## src/rtl/flog_pkg.sv

```systemverilog
package flog_pkg;

   typedef enum logic [2:0] {
      ST_IDLE,
      ST_WR,
      ST_POLL,
      ST_PROG,
      ST_DONE
   } flog_st_e;

   localparam logic [7:0] OP_WR_A  = 8'h84;
   localparam logic [7:0] OP_WR_B  = 8'h87;
   localparam logic [7:0] OP_PG_A  = 8'h83;
   localparam logic [7:0] OP_PG_B  = 8'h86;
   localparam logic [7:0] OP_STAT  = 8'hD7;
   localparam int         ADDR_W   = 24;
   localparam int         HDR_LAST = 3;

endpackage

```

## src/rtl/flog_spi_byte.sv

```systemverilog
// One-byte mode-0 shifter; keeps only the first received bit (status ready flag).
module flog_spi_byte #(
   parameter int HALF_DIV = 2
) (
   input  logic       clk,
   input  logic       rst_n,
   input  logic       start,
   input  logic [7:0] tx,
   input  logic       miso,
   output logic       done,
   output logic       rx_msb,
   output logic       sck,
   output logic       mosi
);
   localparam int CW = (HALF_DIV > 1) ? $clog2(HALF_DIV) : 1;

   generate
      if (HALF_DIV < 1) begin : g_bad_div
         initial $fatal(1, "HALF_DIV must be at least 1");
      end
   endgenerate

   logic [7:0]    sh;
   logic [2:0]    bitn;
   logic [CW-1:0] cnt;
   logic          act;
   logic          sck_r;
   logic          done_r;
   logic          first_q;

   always_ff @(posedge clk or negedge rst_n) begin
      if (!rst_n) begin
         sh      <= '0;
         bitn    <= '0;
         cnt     <= '0;
         act     <= 1'b0;
         sck_r   <= 1'b0;
         done_r  <= 1'b0;
         first_q <= 1'b0;
         rx_msb  <= 1'b0;
      end else begin
         done_r <= 1'b0;
         if (!act) begin
            if (start) begin
               act     <= 1'b1;
               sh      <= tx;
               cnt     <= '0;
               bitn    <= '0;
               first_q <= 1'b1;
            end
         end else if (cnt == CW'(HALF_DIV - 1)) begin
            cnt <= '0;
            if (!sck_r) begin
               sck_r <= 1'b1;
               if (first_q) begin
                  rx_msb  <= miso;
                  first_q <= 1'b0;
               end
            end else begin
               sck_r <= 1'b0;
               sh    <= {sh[6:0], 1'b0};
               bitn  <= bitn + 3'd1;
               if (bitn == 3'd7) begin
                  act    <= 1'b0;
                  done_r <= 1'b1;
               end
            end
         end else begin
            cnt <= cnt + CW'(1);
         end
      end
   end

   assign done = done_r;
   assign sck  = sck_r;
   assign mosi = sh[7];

   AST_MOSI_HELD_HIGH: assert property (@(posedge clk) disable iff (!rst_n)
      (sck_r && $past(sck_r)) |-> $stable(mosi));
   AST_IDLE_SCK_LOW: assert property (@(posedge clk) disable iff (!rst_n)
      (!act && !$past(act)) |-> !sck_r);

endmodule

```

## src/rtl/flog_page_ptr.sv

```systemverilog
module flog_page_ptr #(
   parameter int PAGE_CNT = 4096
) (
   input  logic                        clk,
   input  logic                        rst_n,
   input  logic                        adv,
   output logic [$clog2(PAGE_CNT)-1:0] page,
   output logic                        full
);
   localparam int  PG_W  = $clog2(PAGE_CNT);
   localparam bit  POW2  = (PAGE_CNT == (1 << PG_W));
   localparam logic [PG_W-1:0] LAST = PG_W'(PAGE_CNT - 1);

   generate
      if (PAGE_CNT < 2) begin : g_bad_cnt
         initial $fatal(1, "PAGE_CNT must be at least 2");
      end
      if (POW2) begin : g_wrap_free
         always_ff @(posedge clk or negedge rst_n) begin
            if (!rst_n)   page <= '0;
            else if (adv) page <= page + PG_W'(1);
         end
      end else begin : g_wrap_cmp
         always_ff @(posedge clk or negedge rst_n) begin
            if (!rst_n)   page <= '0;
            else if (adv) page <= (page == LAST) ? '0 : page + PG_W'(1);
         end
      end
   endgenerate

   always_ff @(posedge clk or negedge rst_n) begin
      if (!rst_n)                      full <= 1'b0;
      else if (adv && (page == LAST))  full <= 1'b1;
   end

   AST_FULL_STICKY: assert property (@(posedge clk) disable iff (!rst_n)
      full |=> full);
   AST_PAGE_HOLD: assert property (@(posedge clk) disable iff (!rst_n)
      !adv |=> $stable(page));

endmodule

```

## src/rtl/flog_ovf_ctr.sv

```systemverilog
module flog_ovf_ctr #(
   parameter int OVF_W    = 8,
   parameter bit SATURATE = 1'b1
) (
   input  logic             clk,
   input  logic             rst_n,
   input  logic             inc,
   output logic [OVF_W-1:0] cnt
);
   generate
      if (OVF_W < 1) begin : g_bad_w
         initial $fatal(1, "OVF_W must be at least 1");
      end
      if (SATURATE) begin : g_sat
         always_ff @(posedge clk or negedge rst_n) begin
            if (!rst_n)                  cnt <= '0;
            else if (inc && cnt != '1)   cnt <= cnt + OVF_W'(1);
         end
         AST_NO_OVERFLOW: assert property (@(posedge clk) disable iff (!rst_n)
            (cnt == '1) |=> (cnt == '1));
      end else begin : g_roll
         always_ff @(posedge clk or negedge rst_n) begin
            if (!rst_n)   cnt <= '0;
            else if (inc) cnt <= cnt + OVF_W'(1);
         end
      end
   endgenerate

   AST_CNT_QUIET: assert property (@(posedge clk) disable iff (!rst_n)
      !inc |=> $stable(cnt));

endmodule

```

## src/rtl/spi_flash_logger.sv

```systemverilog
module spi_flash_logger
   import flog_pkg::*;
#(
   parameter int PAGE_BYTES   = 512,
   parameter int PAGE_CNT     = 4096,
   parameter int REC_BYTES    = 5,
   parameter int SCK_HALF     = 2,
   parameter int OVF_W        = 8,
   parameter bit OVF_SATURATE = 1'b1
) (
   input  logic                   clk,
   input  logic                   rst_n,
   input  logic                   rec_valid,
   input  logic [8*REC_BYTES-1:0] rec_data,
   input  logic                   stop,
   output logic                   spi_sck,
   output logic                   spi_cs_n,
   output logic                   spi_mosi,
   input  logic                   spi_miso,
   output logic                   done,
   output logic                   full,
   output logic [OVF_W-1:0]       ovf_cnt
);
   localparam int BY_W = $clog2(PAGE_BYTES);
   localparam int PG_W = $clog2(PAGE_CNT);
   localparam int RB_W = (REC_BYTES > 1) ? $clog2(REC_BYTES) : 1;
   localparam logic [BY_W-1:0] OFF_LAST = BY_W'(PAGE_BYTES - 1);
   localparam logic [RB_W-1:0] REC_LAST = RB_W'(REC_BYTES - 1);

   generate
      if (PAGE_BYTES != (1 << BY_W) || PAGE_BYTES < 2) begin : g_bad_page
         initial $fatal(1, "PAGE_BYTES must be a power of two");
      end
      if (BY_W + PG_W > ADDR_W) begin : g_bad_addr
         initial $fatal(1, "page and offset exceed the address width");
      end
      if (REC_BYTES < 1) begin : g_bad_rec
         initial $fatal(1, "REC_BYTES must be at least 1");
      end
   endgenerate

   flog_st_e               st, after_poll;
   logic                   cs_n_q, in_fl, pad, buf_sel, hold_vld, stop_req;
   logic [8*REC_BYTES-1:0] hold;
   logic [2:0]             bidx;
   logic [BY_W-1:0]        off;
   logic [RB_W-1:0]        rbyte;
   logic                   start, sdone, rdy_bit, adv, hold_clr;
   logic [7:0]             tx, rec_byte;
   logic [PG_W-1:0]        page;
   logic [ADDR_W-1:0]      wr_addr, pg_addr;
   logic                   last_data, rec_last, data_ph;

   function automatic logic [7:0] abyte(input logic [ADDR_W-1:0] a, input logic [2:0] i);
      case (i)
         3'd1:    abyte = a[23:16];
         3'd2:    abyte = a[15:8];
         default: abyte = a[7:0];
      endcase
   endfunction

   assign wr_addr   = ADDR_W'(off);
   assign pg_addr   = ADDR_W'(page) << BY_W;
   assign last_data = (off == OFF_LAST);
   assign rec_last  = (rbyte == REC_LAST);
   assign data_ph   = (bidx > 3'(HDR_LAST));
   assign start     = (st == ST_WR || st == ST_POLL || st == ST_PROG) && !in_fl;
   assign rec_byte  = hold[8*(REC_BYTES - 1 - int'(rbyte)) +: 8];
   assign adv       = (st == ST_PROG) && sdone && (bidx == 3'(HDR_LAST));
   assign hold_clr  = (st == ST_WR) && sdone && data_ph && !pad && rec_last;

   always_comb begin
      tx = 8'h00;
      case (st)
         ST_WR:   tx = (bidx == 3'd0) ? (buf_sel ? OP_WR_B : OP_WR_A) :
                       (!data_ph)     ? abyte(wr_addr, bidx) :
                       (pad ? 8'hFF : rec_byte);
         ST_POLL: tx = (bidx == 3'd0) ? OP_STAT : 8'h00;
         ST_PROG: tx = (bidx == 3'd0) ? (buf_sel ? OP_PG_B : OP_PG_A) : abyte(pg_addr, bidx);
         default: tx = 8'h00;
      endcase
   end

   always_ff @(posedge clk or negedge rst_n) begin
      if (!rst_n) begin
         st <= ST_IDLE;  after_poll <= ST_IDLE;
         cs_n_q <= 1'b1; in_fl <= 1'b0; pad <= 1'b0; buf_sel <= 1'b0;
         hold_vld <= 1'b0; stop_req <= 1'b0; hold <= '0;
         bidx <= '0; off <= '0; rbyte <= '0;
      end else begin
         if (stop) stop_req <= 1'b1;
         if (start) begin
            in_fl  <= 1'b1;
            cs_n_q <= 1'b0;
         end
         if (rec_valid && !hold_vld && st != ST_DONE) begin
            hold_vld <= 1'b1;
            hold     <= rec_data;
         end else if (hold_clr) begin
            hold_vld <= 1'b0;
         end
         case (st)
            ST_IDLE: begin
               bidx <= '0;
               if (hold_vld) begin
                  st  <= ST_WR;
                  pad <= 1'b0;
               end else if (stop_req) begin
                  if (off != '0) begin
                     st  <= ST_WR;
                     pad <= 1'b1;
                  end else begin
                     st         <= ST_POLL;
                     after_poll <= ST_DONE;
                  end
               end
            end
            ST_WR: if (sdone) begin
               in_fl <= 1'b0;
               if (!data_ph) begin
                  bidx <= bidx + 3'd1;
               end else begin
                  off <= off + BY_W'(1);
                  if (!pad) rbyte <= rec_last ? '0 : rbyte + RB_W'(1);
                  if (last_data || (!pad && rec_last)) begin
                     cs_n_q <= 1'b1;
                     if (last_data) begin
                        st         <= ST_POLL;
                        after_poll <= ST_PROG;
                        bidx       <= '0;
                     end else begin
                        st <= ST_IDLE;
                     end
                  end
               end
            end
            ST_POLL: if (sdone) begin
               in_fl <= 1'b0;
               if (bidx == 3'd0) begin
                  bidx <= 3'd1;
               end else begin
                  cs_n_q <= 1'b1;
                  bidx   <= '0;
                  if (rdy_bit) st <= after_poll;
               end
            end
            ST_PROG: if (sdone) begin
               in_fl <= 1'b0;
               if (bidx != 3'(HDR_LAST)) begin
                  bidx <= bidx + 3'd1;
               end else begin
                  cs_n_q  <= 1'b1;
                  buf_sel <= ~buf_sel;
                  bidx    <= '0;
                  if (pad) begin
                     st         <= ST_POLL;
                     after_poll <= ST_DONE;
                  end else begin
                     st <= ST_IDLE;
                  end
               end
            end
            default: ;
         endcase
      end
   end

   flog_spi_byte #(.HALF_DIV(SCK_HALF)) u_shift (
      .clk(clk), .rst_n(rst_n), .start(start), .tx(tx), .miso(spi_miso),
      .done(sdone), .rx_msb(rdy_bit), .sck(spi_sck), .mosi(spi_mosi));

   flog_page_ptr #(.PAGE_CNT(PAGE_CNT)) u_page (
      .clk(clk), .rst_n(rst_n), .adv(adv), .page(page), .full(full));

   flog_ovf_ctr #(.OVF_W(OVF_W), .SATURATE(OVF_SATURATE)) u_ovf (
      .clk(clk), .rst_n(rst_n), .inc(rec_valid && hold_vld && st != ST_DONE), .cnt(ovf_cnt));

   assign spi_cs_n = cs_n_q;
   assign done     = (st == ST_DONE);

   AST_SCK_NEEDS_CS: assert property (@(posedge clk) disable iff (!rst_n)
      spi_sck |-> !spi_cs_n);
   AST_CS_EDGE_SCK_LOW: assert property (@(posedge clk) disable iff (!rst_n)
      ($fell(spi_cs_n) || $rose(spi_cs_n)) |-> !spi_sck);
   AST_DONE_STICKY: assert property (@(posedge clk) disable iff (!rst_n)
      done |=> (done && spi_cs_n));
   AST_OFF_AFTER_PROG: assert property (@(posedge clk) disable iff (!rst_n)
      adv |=> (off == '0));

endmodule

```

## config.mk

```make
export PLATFORM = sky130hd
export DESIGN_NAME = spi_flash_logger
export DESIGN_NICKNAME = d
export VERILOG_FILES = /design/src/rtl/flog_pkg.sv /design/src/rtl/flog_spi_byte.sv /design/src/rtl/flog_page_ptr.sv /design/src/rtl/flog_ovf_ctr.sv /design/src/rtl/spi_flash_logger.sv
export SDC_FILE = /design/constraint.sdc
export NUM_CORES = 1
export LEC_CHECK = 0
export ABC_AREA = 1
export BUFFER_PORTS_ARGS = -buffer_cell sky130_fd_sc_hd__buf_2
export CORE_MARGIN = 1
export CORE_UTILIZATION = 63
export CTS_CLUSTER_DIAMETER = 150
export DETAILED_ROUTE_END_ITERATION = 16
export GPL_TIMING_DRIVEN = 0
export PLACE_DENSITY_LB_ADDON = 0.12
export SETUP_SLACK_MARGIN = 0.3
export SLEW_MARGIN = 20
export SYNTH_ARGS = -nofsm -noshare
export SYNTH_HDL_FRONTEND = slang
export SYNTH_SLANG_ARGS = --single-unit
```

## constraint.sdc

```tcl
create_clock -name clk -period 3.7 [get_ports clk]
set_input_delay 0.74 -clock clk [delete_from_list [all_inputs] [get_ports clk]]
set_output_delay 0.74 -clock clk [all_outputs]
set_load 0.03 [all_outputs]
```

==> metrics.txt, run 1 <==
status=completed; clock-pin slew on the worst setup and hold paths=0.10 ns; Setup Total Neg Slack=0 ns; Fin Clk Skew=0.009531 ns; Max Slew Vio Count=0; Mapped Nets=670; delay of the slowest cell on the worst path=0.42 ns; Initial Util=0.6518; Worst EP arrival=2.91 ns; WP buf/inv=3; CTS tree=built; Root Driver=clkbuf_8; CP Launch Point=rbyte[0]; cell-internal power=0.001528 W; TritonCTS Buffers=9; register share of total power=0.572; Slew @ Worst Pin=0.4992 ns; global-route wire length before repair=20.22 mm; design area=0.006021 sq mm; Rows=33; antenna violations before repair=0; pwr dens=353.4 mW/mm^2; fin crit period=2.614 ns; FF+latch count, synth=104; Area growth syn-to-layout=11.85%; most frequent CP cell=a21oi_1; Via density=5.582; Resize count post-CTS=0; Sw Ratio=0.2820; Slew headroom=0.6672; DRC=0; Post-Synthesis Cells=611; Congestion Overflow GR=0; number of setup buffers added after CTS=0; Fin Hold WS=0.2475 ns; sequential element share of the synthesized area=0.4837; share of cells above drive strength 1=0.1956; Tightest Hold Check Type=input pin to asynchronous set/reset pin; fmax=0.3826 GHz; worst r2r path cells=12; clk sink count=104; CP Cell Sequence=inv_1 -> buf_2 -> ha_1 -> clkbuf_1 -> nand2_1 -> nand2_1 -> a21oi_1 -> o21ai_0 -> nand3_1 -> a21oi_1 -> o21ai_0 -> a21oi_1; RR Endpoint=u_shift.sh[7]; Setup CP Type=flip-flop to flip-flop; period utilisation layout=0.7065; crit end category=flip-flop; worst-skew pair later-pin latency=0.37 ns; gp weighted congestion=0.9129; CP max FO=10; Layout Utilization=0.7291; clock share of power=0.323; ANT nets after route=0; EDFF count, synth=0; final setup fails=0; slowest cell on the critical path=dfrtp_1; Req. time, crit path=4.00 ns; GRT Overall Usage=0.2928; post-synth top area share=0.4788; R2R Path Start=rbyte[0]; Gate power share=0.105; DRT iter0 DRCs=301; number of global-route vias before repair=4272; Post-CTS Hold Fix Bufs=0; pre-CTS setup slack=1.147 ns; Synth area leader=dfrtp_1; Yosys cell types=52; Register-to-Register Setup Slack=1.09 ns; largest cells by area after synthesis=dfrtp_1, nand2_1, inv_1, a21oi_1, mux2_2; Warnings, synthesis=0; final wirelength=11.83 mm; largest net degree at the start of global routing=71; Syn Std Cell Area=0.005383 sq mm; cell family with most CP delay=compound AO/OA/AOI/OAI gates; I/O pin count=58; post-place instance area=0.005833 sq mm; 1st-pass router iterations=5; diodes inserted=0; max-cap violations=0; Final HPWL DP=8.713 mm; via count=4410; die width=94.44 um; final net count=739; Die Area=0.008918 sq mm; RSZ-0062 raised after global routing=no; Buffers on Ports=57; final worst slack=1.086 ns; Main synth FF type=dfrtp_1; core area=0.008258 sq mm; Die Height=94.44 um; Pleak=3.116 nW; Fin. Hold Viols=0; mean post-synth cell area=8.810 sq um; post-DR wirelength/cell=14.97 um; total number of H-tree levels=3; Psw=0.0006000 W; asr flop ratio synth=1.000; Worst setup SP type=flip-flop; IR drop worst, VDD=0.2185 mV; CTS max path bufs=2
layout make-up:
class	instances	area, sq um
flip-flops and latches	104	2604
multi-input cells	410	2391
fillers	640	2237
repair buffers	58	319.1
inverters	84	316.6
clock buffers	10	137.6
well taps	105	131.4
plain buffers	13	71.32
clock inverters	6	50.05
metrics by stage:
step | power [W] | cells
after global placement | 0.001448 | 773
final | 0.002128 | 790
after detailed placement | 0.001468 | 774
after global routing | 0.002223 | 790
after CTS | 0.002147 | 790
after floorplan | 0.001359 | 611
layer usage:
metal | up-vias | wire [um] | global-route usage
li1 | 2144 | - | -
met2 | 140 | 5629 | 0.4692
met5 | - | 0 | 0
met1 | 2109 | 5464 | 0.4138
met4 | 0 | 162 | 0.07564
met3 | 17 | 572 | 0.04911
cell usage after synthesis, types with 6 or more instances:
library cell,n
a21oi_1,52
buf_2,6
dfrtp_1,103
ha_1,14
inv_1,76
mux2_2,21
nand2_1,104
nand3_1,29
nand4_1,7
nor2_1,57
o21ai_0,43
xnor2_1,7
xor2_1,20
power groups by stage:
stage / combinational (W) / clock (W) / sequential, W
after detailed placement: 0.000227 / 0 / 0.00124
after floorplan: 0.0000529 / 0 / 0.00131
after global placement: 0.000212 / 0 / 0.00124
after CTS: 0.000228 / 0.000701 / 0.00122
after global routing: 0.000248 / 0.000749 / 0.00123
final: 0.000223 / 0.000688 / 0.00122
layout by cell type (no fill, tap or decap), types with 7 or more instances in the layout:
cell	count
inv_1	76
mux2_2	21
nand3_1	29
a21oi_1	52
dfrtp_1	103
nor2_1	57
xor2_1	20
buf_2	62
nand4_1	7
nand2_1	104
xnor2_1	7
ha_1	14
o21ai_0	43
clkbuf_8	10
worst max path at each step:
stage                     slack (ns)  cells after the start        endpoint
final                           1.09                     12   u_shift.sh[7]
after global routing            0.84                     13   u_shift.sh[2]
after CTS                       1.11                     12   u_shift.sh[7]
after detailed placement        1.15                     12   u_shift.sh[7]
after global placement          0.82                      1  u_page.page[9]
after floorplan                 1.66                      7        hold[20]
registers in the layout, indices dropped and copies added, names as in the netlist, 2 cells and up:
name / cells
u_shift.sh: 8
st: 3
u_ovf.cnt: 8
off: 9
bidx: 3
after_poll: 2
rbyte: 3
hold: 40
u_shift.bitn: 3
u_page.page: 12
kinds of logic (layout without fill, tap and decap cells):
| group | Yosys count | count (layout) | synth area share |
|---|---|---|---|
| AO/OA/AOI/OAI | 125 | 125 | 0.1323 |
| XOR/XNOR | 27 | 27 | 0.04393 |
| adder cells (fa/ha/maj) | 14 | 14 | 0.03254 |
| buffers and inverters | 97 | 171 | 0.07206 |
| flip-flops | 104 | 104 | 0.4837 |
| multiplexers | 21 | 21 | 0.04393 |
| AND/OR/NAND/NOR | 223 | 223 | 0.1915 |
(Power assumes the default switching activity.)
==> run 2: changes to the inputs <==
--- a/config.mk
+++ b/config.mk
@@ -8,7 +8,7 @@
 export ABC_AREA = 1
 export BUFFER_PORTS_ARGS = -buffer_cell sky130_fd_sc_hd__buf_2
 export CORE_MARGIN = 1
-export CORE_UTILIZATION = 63
+export CORE_UTILIZATION = 59
 export CTS_CLUSTER_DIAMETER = 150
 export DETAILED_ROUTE_END_ITERATION = 16
 export GPL_TIMING_DRIVEN = 0
==> constraint.sdc (replaced) <==
create_clock -name clk -period 2.7 [get_ports clk]
set_input_delay 0.54 -clock clk [delete_from_list [all_inputs] [get_ports clk]]
set_output_delay 0.54 -clock clk [all_outputs]
set_load 0.03 [all_outputs]
==> metrics.txt, run 2 (synthesis results as in run 1) <==
Psw=0.0008287 W (was 0.0006000 W); WP buf/inv=3 (unchanged); Fin Clk Skew=0.009298 ns (was 0.009531 ns); gp weighted congestion=0.8969 (was 0.9129); period utilisation layout=0.8383 (was 0.7065); RSZ-0062 raised after global routing=no (unchanged); design area=0.006072 sq mm (was 0.006021 sq mm); Power, Total=0.002919 W (was 0.002128 W); Post-CTS Hold Fix Bufs=0 (unchanged); Fin. Hold Viols=0 (unchanged); placed cell count=777 (was 774); final wirelength=11.63 mm (was 11.83 mm); Via density=5.496 (was 5.582); share of cells above drive strength 1=0.2128 (was 0.1956); GRT Overall Usage=0.2643 (was 0.2928); Max Slew Vio Count=0 (unchanged); CTS tree=built (unchanged); Die Area=0.009509 sq mm (was 0.008918 sq mm); TritonCTS Buffers=9 (unchanged); register share of total power=0.571 (was 0.572); Sw Ratio=0.2839 (was 0.2820); final setup fails=0 (unchanged); Fin Hold WS=0.03313 ns (was 0.2475 ns); clock share of power=0.325 (was 0.323); stages on the worst setup path=11 (was 12); 1st-pass router iterations=5 (unchanged); post-place instance area=0.005837 sq mm (was 0.005833 sq mm); global-route wire length before repair=20.26 mm (was 20.22 mm); Fillers=701 (was 640); post-DR wirelength/cell=14.65 um (was 14.97 um); core area=0.008763 sq mm (was 0.008258 sq mm); antenna violations before repair=0 (unchanged); total number of H-tree levels=3 (unchanged); commonest non-fill, non-tap cell in the layout=nand2_1 (unchanged); clk sink count=104 (unchanged); Worst setup SP type=flip-flop (unchanged); diodes inserted=0 (unchanged); die width=97.52 um (was 94.44 um); Setup Total Neg Slack=0 ns (unchanged); worst r2r path cells=11 (was 12); CP Cell Sequence=inv_1 -> buf_4 -> ha_4 -> ha_2 -> inv_2 -> o21ai_0 -> o21ai_0 -> nand3_1 -> a21oi_2 -> o21ai_0 -> a21oi_1 (was inv_1 -> buf_2 -> ha_1 -> clkbuf_1 -> nand2_1 -> nand2_1 -> a21oi_1 -> o21ai_0 -> nand3_1 -> a21oi_1 -> o21ai_0 -> a21oi_1); most frequent CP cell=o21ai_0 (was a21oi_1); ANT nets after route=0 (unchanged); slowest cell on the critical path=dfrtp_1 (unchanged); Largest regs=hold: 40 flops, u_page.page: 12 flops, off: 9 flops (unchanged); fin crit period=2.263 ns (was 2.614 ns); max-cap violations=0 (unchanged); Rows=34 (was 33); CTS max path bufs=2 (unchanged); Gate power share=0.103 (was 0.105); largest reg by FF count=hold (unchanged); clock-pin slew on the worst setup and hold paths=0.10 ns (about the same); DRT iter0 DRCs=192 (was 301); Final HPWL DP=8.547 mm (was 8.713 mm); cell-internal power=0.002091 W (was 0.001528 W); Slew @ Worst Pin=0.5049 ns (was 0.4992 ns); Die Height=97.52 um (was 94.44 um); pwr dens=480.8 mW/mm^2 (was 353.4 mW/mm^2); Req. time, crit path=3.01 ns (was 4.00 ns); largest net degree at the start of global routing=69 (was 71); Area growth syn-to-layout=12.81% (was 11.85%); most frequent cells in the layout=nand2_1, dfrtp_1, inv_1 (unchanged); delay of the slowest cell on the worst path=0.41 ns (was 0.42 ns); fmax=0.4418 GHz (was 0.3826 GHz); Congestion Overflow GR=0 (unchanged); Slew headroom=0.6634 (was 0.6672); worst-skew pair later-pin latency=0.38 ns (was 0.37 ns); Pleak=3.131 nW (was 3.116 nW); final net count=740 (was 739); CP max FO=10 (unchanged); via count=4364 (was 4410); cell family with most CP delay=compound AO/OA/AOI/OAI gates (unchanged); I/O pin count=58 (unchanged); Buffers on Ports=57 (unchanged); Worst EP arrival=2.57 ns (was 2.91 ns); crit end category=flip-flop (unchanged); DRC=0 (unchanged); Setup CP Type=flip-flop to flip-flop (unchanged); number of global-route vias before repair=4353 (was 4272); IR drop worst, VDD=0.3078 mV (was 0.2185 mV); max reg flops=40 (unchanged); status=completed (unchanged); Root Driver=clkbuf_8 (unchanged); Initial Util=0.6142 (was 0.6518); Tightest Hold Check Type=input pin to asynchronous set/reset pin (unchanged); final std cells w/o fill=794 (was 790)
run 2: final cells by class:
| cell class | count | area [sq um] | share of cell area |
|---|---|---|---|
| inverter | 84 | 319.1 | 0.05254 |
| multi-input combinational | 410 | 2420 | 0.3985 |
| clock buffer | 10 | 137.6 | 0.02267 |
| clock inverter | 6 | 51.30 | 0.008448 |
| tap | 108 | 135.1 | 0.02225 |
| buffer | 13 | 77.57 | 0.01278 |
| timing repair buffer | 59 | 326.6 | 0.05378 |
| sequential | 104 | 2605 | 0.4290 |
run 2: through the flow:
| stage | utilization | setup slack [ns] |
|---|---|---|
| floorplan | - | 0.6650 |
| global placement | 0.6622 | 0.0005935 |
| detailed placement | 0.6660 | 0.04814 |
| CTS | 0.6889 | 0.2969 |
| global route | 0.6929 | 0.3108 |
| finish | 0.6929 | 0.4366 |
run 2: final timing paths:
check / to / from / slack, ns
setup / recovery: u_shift.sh[7] / rbyte[0] / 0.44
hold / removal: u_ovf.cnt[2] / rst_n / 0.03
setup reg to reg: u_shift.sh[7] / rbyte[0] / 0.44
hold reg to reg: u_page.full / u_page.full / 0.48
max in group asynchronous: off[3] / rst_n / 2.01
min in group clk: stop_req / stop / 0.34
run 2: power groups by stage:
stage               registers [W]  clock network, W  logic [W]
finish                    0.00167          0.000950   0.000302
global route              0.00168           0.00102   0.000332
CTS                       0.00167          0.000967   0.000309
detailed placement        0.00170                 0   0.000308
global placement          0.00169                 0   0.000290
floorplan                 0.00179                 0  0.0000725
run 2: routing by layer:
layer | vias to the layer above | GRT usage | routed length (um)
met1 | 2088 | 0.3752 | 5547
met5 | - | 0 | 0
li1 | 2141 | - | -
met3 | 16 | 0.05468 | 596
met2 | 119 | 0.4120 | 5327
met4 | 0 | 0.07579 | 160
run 2: what timing repair did:
item,4_1_cts,5_1_grt
setup buffers,0,1
endpoints found under the setup margin,8,13
resized for setup,6,11
==> run 3: changes to the inputs <==
--- a/config.mk
+++ b/config.mk
@@ -8,7 +8,7 @@
 export ABC_AREA = 1
 export BUFFER_PORTS_ARGS = -buffer_cell sky130_fd_sc_hd__buf_2
 export CORE_MARGIN = 1
-export CORE_UTILIZATION = 59
+export CORE_UTILIZATION = 53
 export CTS_CLUSTER_DIAMETER = 150
 export DETAILED_ROUTE_END_ITERATION = 16
 export GPL_TIMING_DRIVEN = 0
==> constraint.sdc (replaced) <==
create_clock -name clk -period 1.85 [get_ports clk]
set_input_delay 0.37 -clock clk [delete_from_list [all_inputs] [get_ports clk]]
set_output_delay 0.37 -clock clk [all_outputs]
set_load 0.03 [all_outputs]
==> metrics.txt, run 3 (synthesis results as in run 1) <==
status=complete, but fails checks (was completed); failing checks=setup timing; fin crit period=2.095 ns (was 2.263 ns); Area growth syn-to-layout=43.12% (was 12.81%); Tightest Hold Check Type=input pin to flip-flop (was input pin to asynchronous set/reset pin); slowest cell on the critical path=dfrtp_1 (unchanged); Fin Hold WS=0.1826 ns (was 0.03313 ns); Pleak=3.853 nW (was 3.131 nW); Initial Util=0.5482 (was 0.6142); Final HPWL DP=8.955 mm (was 8.547 mm); WP buf/inv=1 (was 3); R2R Path Start=off[0] (was rbyte[0]); final setup fails=19 (was 0); max-cap violations=0 (unchanged); pwr dens=573.0 mW/mm^2 (was 480.8 mW/mm^2); 1st-pass router iterations=5 (unchanged); Setup CP Type=flip-flop to flip-flop (unchanged); period utilisation layout=1.133 (was 0.8383); CTS max path bufs=2 (unchanged); Via density=5.573 (was 5.496); commonest non-fill, non-tap cell in the layout=dfrtp_1 (was nand2_1); hold path start=stop; via count=5027 (was 4364); crit end category=flip-flop (unchanged); Max Slew Vio Count=0 (unchanged); GR Layer Usage met1=0.3850 (was 0.3752); antenna violations before repair=0 (unchanged); Buffers on Ports=57 (unchanged); GRT Overall Usage=0.2772 (was 0.2643); Fin Clk Skew=0.01362 ns (was 0.009298 ns); final net count=823 (was 740); delay of the slowest cell on the worst path=0.41 ns (about the same); CP max FO=3 (was 10); IR drop worst, VDD=0.5348 mV (was 0.3078 mV); gp weighted congestion=0.8811 (was 0.8969); post-DR wirelength/cell=16.88 um (was 14.65 um); Rows=36 (was 34); Req. time, crit path=2.14 ns (was 3.01 ns); I/O pin count=58 (unchanged); Die Area=0.01056 sq mm (was 0.009509 sq mm); largest net degree at the start of global routing=78 (was 69); DRC=0 (unchanged); final wirelength=15.23 mm (was 11.63 mm); grt peak-use layer=met2 (unchanged); Congestion Overflow GR=0 (unchanged); design area=0.007704 sq mm (was 0.006072 sq mm); most frequent cells in the layout=dfrtp_1, nand2_1, inv_1 (was nand2_1, dfrtp_1, inv_1); final std cells w/o fill=902 (was 794); Fin. Hold Viols=0 (unchanged); CTS tree=built (unchanged); die width=102.8 um (was 97.52 um); cell family with most CP delay=compound AO/OA/AOI/OAI gates (unchanged); post-place instance area=0.006142 sq mm (was 0.005837 sq mm); largest reg by FF count=hold (unchanged); GR Util met2=0.4267 (was 0.4120); global-route wire length before repair=22.31 mm (was 20.26 mm); fmax=0.4773 GHz (was 0.4418 GHz); clock-pin slew on the worst setup and hold paths=0.11 ns (was 0.10 ns); Worst setup SP type=flip-flop (unchanged); Fillers=655 (was 701); CP Launch Point=off[0] (was rbyte[0]); max reg flops=40 (unchanged); worst-skew pair later-pin latency=0.38 ns (about the same); share of cells above drive strength 1=0.4499 (was 0.2128); Worst EP arrival=2.38 ns (was 2.57 ns); core area=0.009819 sq mm (was 0.008763 sq mm); Root Driver=clkbuf_8 (unchanged); diodes inserted=0 (unchanged); CP Cell Sequence=ha_4 -> nand4_1 -> nor3_2 -> ha_2 -> o21bai_4 -> a31oi_1 -> a21oi_2 -> nand3_1 -> inv_2 -> nand2_2 -> o21a_1 (was inv_1 -> buf_4 -> ha_4 -> ha_2 -> inv_2 -> o21ai_0 -> o21ai_0 -> nand3_1 -> a21oi_2 -> o21ai_0 -> a21oi_1); Slew headroom=0.6472 (was 0.6634); Slew @ Worst Pin=0.5292 ns (was 0.5049 ns); M3 GR Usage=0.04610 (was 0.05468); total number of H-tree levels=3 (unchanged); Die Height=102.8 um (was 97.52 um); placed cell count=802 (was 777); final worst slack=-0.2453 ns (was 0.4366 ns); DRT iter0 DRCs=233 (was 192); clk sink count=104 (unchanged); TritonCTS Buffers=9 (unchanged); Largest regs=hold: 40 flops, u_page.page: 12 flops, off: 9 flops (unchanged); ANT nets after route=0 (unchanged); number of global-route vias before repair=4695 (was 4353); RSZ-0062 raised after global routing=yes (was no)
-- run 3: changes by cell type in the layout (fill, tap and decap cells not counted), moves of 20 or more --
cell	delta
buf_6	+34
o21ai_0	-28
mux2_2	-21
buf_4	+39
a21oi_1	-29
mux2_4	+21
o21ai_1	+20
a21oi_2	+28
-- run 3: area by class of cell --
cell class / instances / area, sq um / share of cell area
sequential: 104 / 2614 / 0.3393
tap: 133 / 166.4 / 0.02160
buffer: 13 / 167.7 / 0.02176
inverter: 84 / 355.3 / 0.04613
clock inverter: 7 / 71.32 / 0.009258
multi-input combinational: 411 / 3024 / 0.3926
timing repair inverter: 1 / 8.758 / 0.001137
clock buffer: 9 / 123.9 / 0.01608
timing repair buffer: 140 / 1172 / 0.1522
-- run 3: path summary, 6_finish.rpt --
path,to,slack (ns),depth (start not counted)
worst max-delay path,after_poll[1],-0.25,11
max in group asynchronous,bidx[1],0.75,3
worst max register to register,after_poll[1],-0.25,11
worst min register to register,u_shift.rx_msb,0.49,1
worst min-delay path,stop_req,0.18,2
min in group asynchronous,u_ovf.cnt[2],0.40,2
-- run 3: per-layer routing --
layer  vias to the layer above  part of all wire
met5                         -                 0
met4                         0             0.029
met3                        42             0.049
met2                       189              0.48
met1                      2474              0.44
li1                       2322                 -
-- run 3: stage by stage --
step	utilization	power [W]	setup TNS, ns	setup slack [ns]
final	0.7845	0.004414	-2.359	-0.2453
after global placement	0.6221	0.002939	-75.59	-0.8867
after floorplan	-	0.002757	0	0.1148
after global routing	0.7845	0.004585	-4.085	-0.3540
after CTS	0.7199	0.004408	-0.4646	-0.08834
after detailed placement	0.6255	0.002974	-2.487	-0.3347
-- run 3: repair_timing --
item | 4_1_cts | 5_1_grt
hold buffers | 1 | 0
gates resized for setup | 86 | 109
buffers inserted | 49 | 25
cloned | 4 | 5
pin swaps | 36 | 47
endpoints found under the hold margin | 26 | 0
setup endpoints to repair | 82 | 92
-- run 3: power by group --
part | switching [W] | leakage, nW | internal [W]
combinational | 0.000308 | 2.47 | 0.000201
sequential | 0.000101 | 1.28 | 0.00235
clock | 0.000825 | 0.103 | 0.000629
total | 0.00123 | 3.85 | 0.00318
